**config.mk**
```make
export PLATFORM = sky130hd
export DESIGN_NAME = adc_result_bank
export DESIGN_NICKNAME = d
export VERILOG_FILES = /design/src/rtl/adc_bank_pkg.sv /design/src/rtl/adc_result_fmt.sv /design/src/rtl/adc_bank_ctrl.sv /design/src/rtl/adc_bank_data.sv /design/src/rtl/adc_result_bank.sv
export SDC_FILE = /design/constraint.sdc
export NUM_CORES = 1
export LEC_CHECK = 0
export ABC_AREA = 1
export BUFFER_PORTS_ARGS = -buffer_cell sky130_fd_sc_hd__buf_2
export CORE_MARGIN = 1.5
export CORE_UTILIZATION = 57
export CTS_BUF_LIST = sky130_fd_sc_hd__clkbuf_4
export CTS_CLUSTER_SIZE = 24
export DETAILED_ROUTE_END_ITERATION = 12
export HOLD_SLACK_MARGIN = 0.05
export PLACE_DENSITY = 0.74
export SKIP_CTS_REPAIR_TIMING = 1
export SLEW_MARGIN = 20
export SYNTH_ARGS = -nofsm -noshare
export SYNTH_HDL_FRONTEND = slang
export SYNTH_HIERARCHICAL = 1
export SYNTH_SLANG_ARGS = --single-unit
```
**constraint.sdc**
```tcl
create_clock -name clk -period 3 [get_ports clk]
set_input_delay 0.3 -clock clk [delete_from_list [all_inputs] [get_ports clk]]
set_output_delay 0.3 -clock clk [all_outputs]
set_load 0.005 [all_outputs]
```
**src/rtl/adc_bank_pkg.sv**
```systemverilog
package adc_bank_pkg;

  localparam int SLOT_W = 5;
  localparam int RAW_W  = 12;
  localparam int DATA_W = 16;

  // Strobes from the control decode to the storage datapath.
  typedef struct packed {
    logic              wrPri;
    logic              wrSec;
    logic [SLOT_W-1:0] wrSlot;
    logic              clrPri;
    logic              clrSec;
    logic              rdSecSel;
    logic [SLOT_W-1:0] rdSlot;
  } bankCmd_t;

endpackage

```
**src/rtl/adc_result_fmt.sv**
```systemverilog
module adc_result_fmt #(
  parameter int RAW_W  = 12,
  parameter int DATA_W = 16
) (
  input  logic [RAW_W-1:0]  rawCode,
  input  logic [1:0]        resSel,
  input  logic              signedFmt,
  output logic [DATA_W-1:0] fmtData
);

  localparam int MIN_BITS = RAW_W - 6;
  localparam int EXT_W    = DATA_W - RAW_W;

  logic [RAW_W-1:0] trimmed;
  logic [4:0]       keepBits;

  always_comb begin
    keepBits = 5'(MIN_BITS) + {2'b00, resSel, 1'b0};
    for (int i = 0; i < RAW_W; i++) begin
      trimmed[i] = rawCode[i] && (i < int'(keepBits));
    end
  end

  generate
    if (EXT_W > 0) begin : g_ext
      assign fmtData = signedFmt ? {{EXT_W{trimmed[RAW_W-1]}}, trimmed}
                                 : {{EXT_W{1'b0}}, trimmed};
    end else begin : g_noext
      assign fmtData = trimmed[DATA_W-1:0];
    end
  endgenerate

endmodule

```
**src/rtl/adc_bank_ctrl.sv**
```systemverilog
module adc_bank_ctrl
  import adc_bank_pkg::*;
#(
  parameter int NUM_SLOTS = 19,
  parameter bit DBL_BUF   = 1'b1
) (
  input  logic                 cvtStb,
  input  logic [SLOT_W-1:0]    cvtSlot,
  input  logic                 dblMode,
  input  logic                 rdEn,
  input  logic [SLOT_W-1:0]    rdSlot,
  input  logic                 rdSec,
  input  logic [NUM_SLOTS-1:0] priValid,
  output bankCmd_t             cmd
);

  logic wrInRange;
  logic rdInRange;
  logic priBusy;
  logic toSec;

  always_comb begin
    priBusy = 1'b0;
    for (int s = 0; s < NUM_SLOTS; s++) begin
      if (cvtSlot == SLOT_W'(s)) priBusy = priValid[s];
    end
  end

  assign wrInRange = (int'(cvtSlot) < NUM_SLOTS);
  assign rdInRange = (int'(rdSlot) < NUM_SLOTS);
  assign toSec     = DBL_BUF && dblMode && priBusy;

  always_comb begin
    cmd          = '0;
    cmd.wrSlot   = cvtSlot;
    cmd.rdSlot   = rdSlot;
    cmd.rdSecSel = rdSec && DBL_BUF;
    cmd.wrPri    = cvtStb && wrInRange && !toSec;
    cmd.wrSec    = cvtStb && wrInRange && toSec;
    cmd.clrPri   = rdEn && rdInRange && !rdSec;
    cmd.clrSec   = rdEn && rdInRange && rdSec && DBL_BUF;
  end

endmodule

```
**src/rtl/adc_bank_data.sv**
```systemverilog
module adc_bank_data
  import adc_bank_pkg::*;
#(
  parameter int NUM_SLOTS  = 19,
  parameter bit DBL_BUF    = 1'b1,
  parameter int STAT_SLOTS = 16
) (
  input  logic                      clk,
  input  logic                      rstN,
  input  bankCmd_t                  cmd,
  input  logic [DATA_W-1:0]         fmtData,
  output logic [NUM_SLOTS-1:0]      priValid,
  output logic [DATA_W+1:0]         rdData,
  output logic                      anyValid,
  output logic                      anyOverrun,
  output logic [2*STAT_SLOTS-1:0]   statusWord
);

  logic [DATA_W-1:0]    priData [NUM_SLOTS];
  logic [NUM_SLOTS-1:0] priOv;
  logic [NUM_SLOTS-1:0] priWr, priClr;

  logic [DATA_W-1:0]    secData [NUM_SLOTS];
  logic [NUM_SLOTS-1:0] secValid, secOv;
  logic [NUM_SLOTS-1:0] secWr, secClr;

  always_comb begin
    for (int s = 0; s < NUM_SLOTS; s++) begin
      priWr[s]  = cmd.wrPri  && (cmd.wrSlot == SLOT_W'(s));
      priClr[s] = cmd.clrPri && (cmd.rdSlot == SLOT_W'(s));
      secWr[s]  = cmd.wrSec  && (cmd.wrSlot == SLOT_W'(s));
      secClr[s] = cmd.clrSec && (cmd.rdSlot == SLOT_W'(s));
    end
  end

  always_ff @(posedge clk or negedge rstN) begin
    if (!rstN) begin
      for (int s = 0; s < NUM_SLOTS; s++) priData[s] <= '0;
      priValid <= '0;
      priOv    <= '0;
    end else begin
      for (int s = 0; s < NUM_SLOTS; s++) begin
        if (priWr[s]) begin
          priData[s]  <= fmtData;
          priValid[s] <= 1'b1;
          priOv[s]    <= !priClr[s] && (priOv[s] || priValid[s]);
        end else if (priClr[s]) begin
          priValid[s] <= 1'b0;
          priOv[s]    <= 1'b0;
        end
      end
    end
  end

  generate
    if (DBL_BUF) begin : g_sec
      always_ff @(posedge clk or negedge rstN) begin
        if (!rstN) begin
          for (int s = 0; s < NUM_SLOTS; s++) secData[s] <= '0;
          secValid <= '0;
          secOv    <= '0;
        end else begin
          for (int s = 0; s < NUM_SLOTS; s++) begin
            if (secWr[s]) begin
              secData[s]  <= fmtData;
              secValid[s] <= 1'b1;
              secOv[s]    <= !secClr[s] && (secOv[s] || secValid[s]);
            end else if (secClr[s]) begin
              secValid[s] <= 1'b0;
              secOv[s]    <= 1'b0;
            end
          end
        end
      end
    end else begin : g_nosec
      always_comb begin
        for (int s = 0; s < NUM_SLOTS; s++) secData[s] = '0;
        secValid = '0;
        secOv    = '0;
      end
    end
  endgenerate

  always_comb begin
    rdData = '0;
    for (int s = 0; s < NUM_SLOTS; s++) begin
      if (cmd.rdSlot == SLOT_W'(s)) begin
        rdData = cmd.rdSecSel ? {secValid[s], secOv[s], secData[s]}
                              : {priValid[s], priOv[s], priData[s]};
      end
    end
  end

  assign anyValid   = (|priValid) || (|secValid);
  assign anyOverrun = (|priOv) || (|secOv);

  always_comb begin
    for (int i = 0; i < STAT_SLOTS; i++) begin
      statusWord[i]              = priValid[i];
      statusWord[STAT_SLOTS + i] = priOv[i];
    end
  end

  // Per-slot flag behaviour guards.
  generate
    for (genvar s = 0; s < NUM_SLOTS; s++) begin : g_chk
      p_valid_set_r3: assert property (@(posedge clk) disable iff (!rstN)
        priWr[s] |=> priValid[s]);
      p_overrun_set_r4: assert property (@(posedge clk) disable iff (!rstN)
        (priWr[s] && priValid[s] && !priClr[s]) |=> priOv[s]);
      p_ov_needs_valid_r4: assert property (@(posedge clk) disable iff (!rstN)
        priOv[s] |-> priValid[s]);
      p_read_clear_r5: assert property (@(posedge clk) disable iff (!rstN)
        (priClr[s] && !priWr[s]) |=> (!priValid[s] && !priOv[s]));
      p_collide_r9: assert property (@(posedge clk) disable iff (!rstN)
        (priWr[s] && priClr[s]) |=> (priValid[s] && !priOv[s]));
      p_route_sec_r10: assert property (@(posedge clk) disable iff (!rstN)
        (cmd.wrSec && cmd.wrSlot == SLOT_W'(s)) |-> priValid[s]);
    end
  endgenerate

endmodule

```
**src/rtl/adc_result_bank.sv**
```systemverilog
module adc_result_bank
  import adc_bank_pkg::*;
#(
  parameter int NUM_SLOTS  = 19,
  parameter bit DBL_BUF    = 1'b1,
  parameter int STAT_SLOTS = 16
) (
  input  logic                    clk,
  input  logic                    rstN,
  input  logic                    cvtStb,
  input  logic [SLOT_W-1:0]       cvtSlot,
  input  logic [RAW_W-1:0]        cvtRaw,
  input  logic [1:0]              cvtRes,
  input  logic                    cvtSigned,
  input  logic                    dblMode,
  input  logic                    rdEn,
  input  logic [SLOT_W-1:0]       rdSlot,
  input  logic                    rdSec,
  output logic [DATA_W+1:0]       rdData,
  output logic                    anyValid,
  output logic                    anyOverrun,
  output logic [2*STAT_SLOTS-1:0] statusWord
);

  bankCmd_t             cmd;
  logic [DATA_W-1:0]    fmtData;
  logic [NUM_SLOTS-1:0] priValid;

  adc_result_fmt #(.RAW_W(RAW_W), .DATA_W(DATA_W)) u_fmt (
    .rawCode  (cvtRaw),
    .resSel   (cvtRes),
    .signedFmt(cvtSigned),
    .fmtData  (fmtData)
  );

  adc_bank_ctrl #(.NUM_SLOTS(NUM_SLOTS), .DBL_BUF(DBL_BUF)) u_ctrl (
    .cvtStb  (cvtStb),
    .cvtSlot (cvtSlot),
    .dblMode (dblMode),
    .rdEn    (rdEn),
    .rdSlot  (rdSlot),
    .rdSec   (rdSec),
    .priValid(priValid),
    .cmd     (cmd)
  );

  adc_bank_data #(.NUM_SLOTS(NUM_SLOTS), .DBL_BUF(DBL_BUF),
                  .STAT_SLOTS(STAT_SLOTS)) u_data (
    .clk       (clk),
    .rstN      (rstN),
    .cmd       (cmd),
    .fmtData   (fmtData),
    .priValid  (priValid),
    .rdData    (rdData),
    .anyValid  (anyValid),
    .anyOverrun(anyOverrun),
    .statusWord(statusWord)
  );

endmodule

```
==> results.py <==
metrics = {
    "global_routing": {
        "grt_max_degree": 126,
        "antenna_found_initial": 5,
        "grt_pass1_vias": 27260,
        "grt-ovfl-total": 0,
        "grt_pass1_wl_um": 151300,
        "grt_util_all_layers": 0.3299,
    },
    "floorplan": {
        "start_util": 0.5774,
        "die-area_um2": 58560,
        "chipHeight_um": 242,
        "fp.dieW_um": 242,
        "io_pins": 83,
        "core_area_um2": 56390,
        "row_count": 87,
    },
    "clock_network": {
        "numCtsBuffers": 176,
        "clkTransAtPathRegs_ps": 70,
        "tritoncts": "built",
        "clock-root-buffer": "clkbuf_4",
        "clk_latency_ps": 1040,
        "clock_path_buffers": 3,
        "cts_max_level": 4,
        "clock-sinks": 684,
    },
    "setup_path": {
        "cp_num_buf_inv": 2,
        "worst_setup_path_end_kind": "primary output",
        "crit_fanout": 2,
        "crit_required_ps": 2700,
        "path_class": "flop to primary output",
        "crit_family": "simple AND/OR/NAND/NOR gates",
        "worstSetupStartpoint": "u_data/priData[277]",
        "path_cells": "nand2_1, and2_0, nor2_1, nor2_1, buf_4, nand3_4, nand2_4, nand4_1, nand2_2, nand4_1, nand2_1, nand4_1, nand2_1, nand3_1, buf_2",
        "endpoint": "rdData[5]",
        "worstSetupStartpointType": "flop",
        "slowest_stage": "dfrtp_1",
        "worstPathArrival_ps": 3270,
        "slowest_delay_ps": 380,
        "rrSetupSlack_ps": 270,
        "r2r-start": "u_data/priValid[0]",
        "regToRegEndpoint": "u_data/priData[248]",
        "path_depth": 15,
        "r2r_cells": 23,
    },
    "logic_synthesis": {
        "synth_area_per_cell_um2": 8.127,
        "syn_inst": 4006,
        "ys_ff_latch": 684,
        "synth_edf_count": 0,
        "synth_area_um2": 32560,
        "yosysSeqAreaShare": 0.5257,
        "ys_top_cells_by_count": "nand2_1 (1108), o21ai_0 (772), dfrtp_1 (684)",
        "synth_top_flop_cell": "dfrtp_1",
        "yosys.area.top_type_share": 0.5257,
        "synth_area_leader_cell": "dfrtp_1",
        "synth.most_common_cell": "nand2_1",
        "synthArstFlopShare": 1.000,
        "synth-warning-count": 6,
        "synthTopCellsByArea": "dfrtp_1 (53%), nand2_1 (13%), o21ai_0 (12%)",
        "synth_fp_nets": 4041,
        "yosysUniqueCellTypes": 39,
    },
    "drt": {
        "first_iter_violations": 2892,
        "finalWirelength_um": 97020,
        "viasPerCell": 5.731,
        "wire_per_inst_um": 19.44,
        "ant_nets": 0,
        "drc": 0,
        "vias": 28600,
        "first_pass_iters": 6,
    },
    "final_layout": {
        "fin_util": 0.6576,
        "fin_area_um2": 37080,
        "drive_gt1_frac": 0.2059,
        "syn2layout_area_growth_pct": 13.88,
        "nets": 4140,
    },
    "outcome": {
        "violations": "hold timing, setup timing",
        "status": "complete, but fails checks",
    },
    "power": {
        "power.leakage_nw": 17.67,
        "p_per_area_nw_per_um2": 551.2,
        "ir_worst_vdd_mv": 0.3527,
    },
    "timing": {
        "setup_violations": 20,
        "hold_viol": 2,
        "slew_headroom": 0.5118,
        "fmax_ghz": 0.2797,
        "hold_ws_ps": -15.17,
        "finalCriticalPeriod_ps": 3575,
        "rsz0062_at_grt": "yes",
        "slew_viol_final": 0,
        "fin_ws_ps": -574.7,
        "tightest_slew_ps": 731.5,
        "skew_ps": 51.60,
        "final.period_utilization": 1.192,
    },
    "placed_design": {
        "io_buffer_count": 82,
        "placed_cell_area_um2": 34020,
        "hpwlAfterDp_um": 59760,
        "dp_slack_ps": 59.55,
        "place_congestion": 0.9103,
    },
    "run": {
        "drv_cap": 0,
    },
    "hold_path": {
        "hold_path.class": "primary input to flop",
    },
}
-- through the flow --
stage | setup TNS (ps) | power, W | instances | hold slack, ps
finish | -7956 | 0.02044 | 4990 | -15.17
global route | -10870 | 0.02136 | 4988 | 35.97
CTS | -11620 | 0.02041 | 4944 | -820.0
detailed placement | 0 | 0.01250 | 4645 | 326.2
floorplan | 0 | 0.01154 | 4006 | 4.409
global placement | 0 | 0.01245 | 4645 | 329.0
-- power breakdown --
part / total, W / internal, W / switching, W
logic: 0.00228 / 0.000803 / 0.00147
clock network: 0.00791 / 0.00411 / 0.00379
registers: 0.0103 / 0.00980 / 0.000454
total: 0.0204 / 0.0147 / 0.00572
-- worst min-delay path by stage --
stage / start / endpoint / slack, ps / cells past startpoint
5_1_grt: cvtRaw[7] / u_data/secData[103] / 40 / 6
2_1_floorplan: rstN / u_data/priData[0] / 4 / 0
6_report: cvtRaw[7] / u_data/secData[87] / -20 / 6
3_3_place_gp: rstN / u_data/priData[287] / 330 / 1
3_5_place_dp: rstN / u_data/priData[287] / 330 / 1
4_1_cts: rstN / u_data/priData[287] / -820 / 1
-- cell families (layout without fill, tap and decap cells) --
family	Yosys count	after routing	synth area share
compound gates	989	989	0.1654
fa+ha+maj	4	4	0.001537
buf+inv	558	778	0.07505
flops	684	684	0.5257
other cells	0	8	0
simple gates	1771	1771	0.2323
-- worst min-delay path, stage by stage --
cell and delay (ps):
buf_2 70, inv_1 30, nor2_1 70, inv_1 40, buf_4 270, o21ai_0 210
-- routing by layer --
layer | share of wire | routed length (um) | track usage
met1 | 0.40 | 39090 | 0.4258
met4 | 0.047 | 4523 | 0.1860
met2 | 0.48 | 46220 | 0.5228
met5 | 0.00011 | 11 | 0
met3 | 0.074 | 7173 | 0.06591
-- layout by cell type, fill, tap and decap left out, types with 49 or more instances in the layout --
cell type	instances
inv_2	63
buf_2	80
clkbuf_4	268
or2_2	135
nand3_1	86
dfrtp_1	680
inv_1	149
o211ai_1	130
buf_4	113
nand4_1	61
nand2_1	1070
o21ai_0	769
buf_12	49
nor2_1	260
-- cell type report --
cell class              count  area (um^2)
fillers                  4825        19310
flip-flops and latches    684        17120
multi-input cells        2764        13490
repair buffers            269         2537
clock buffers             268         2012
well taps                 756        945.9
inverters                 210        795.8
clock inverters            31        158.9
diodes                      8        20.02
-- sequential cells by signal, indices dropped and copies added (netlist names) --
name / count
u_data/priValid: 19
u_data/priData: 304
u_data/secOv: 19
u_data/secValid: 19
u_data/secData: 304
u_data/priOv: 19
No activity file was read; power rests on OpenSTA's default activity.
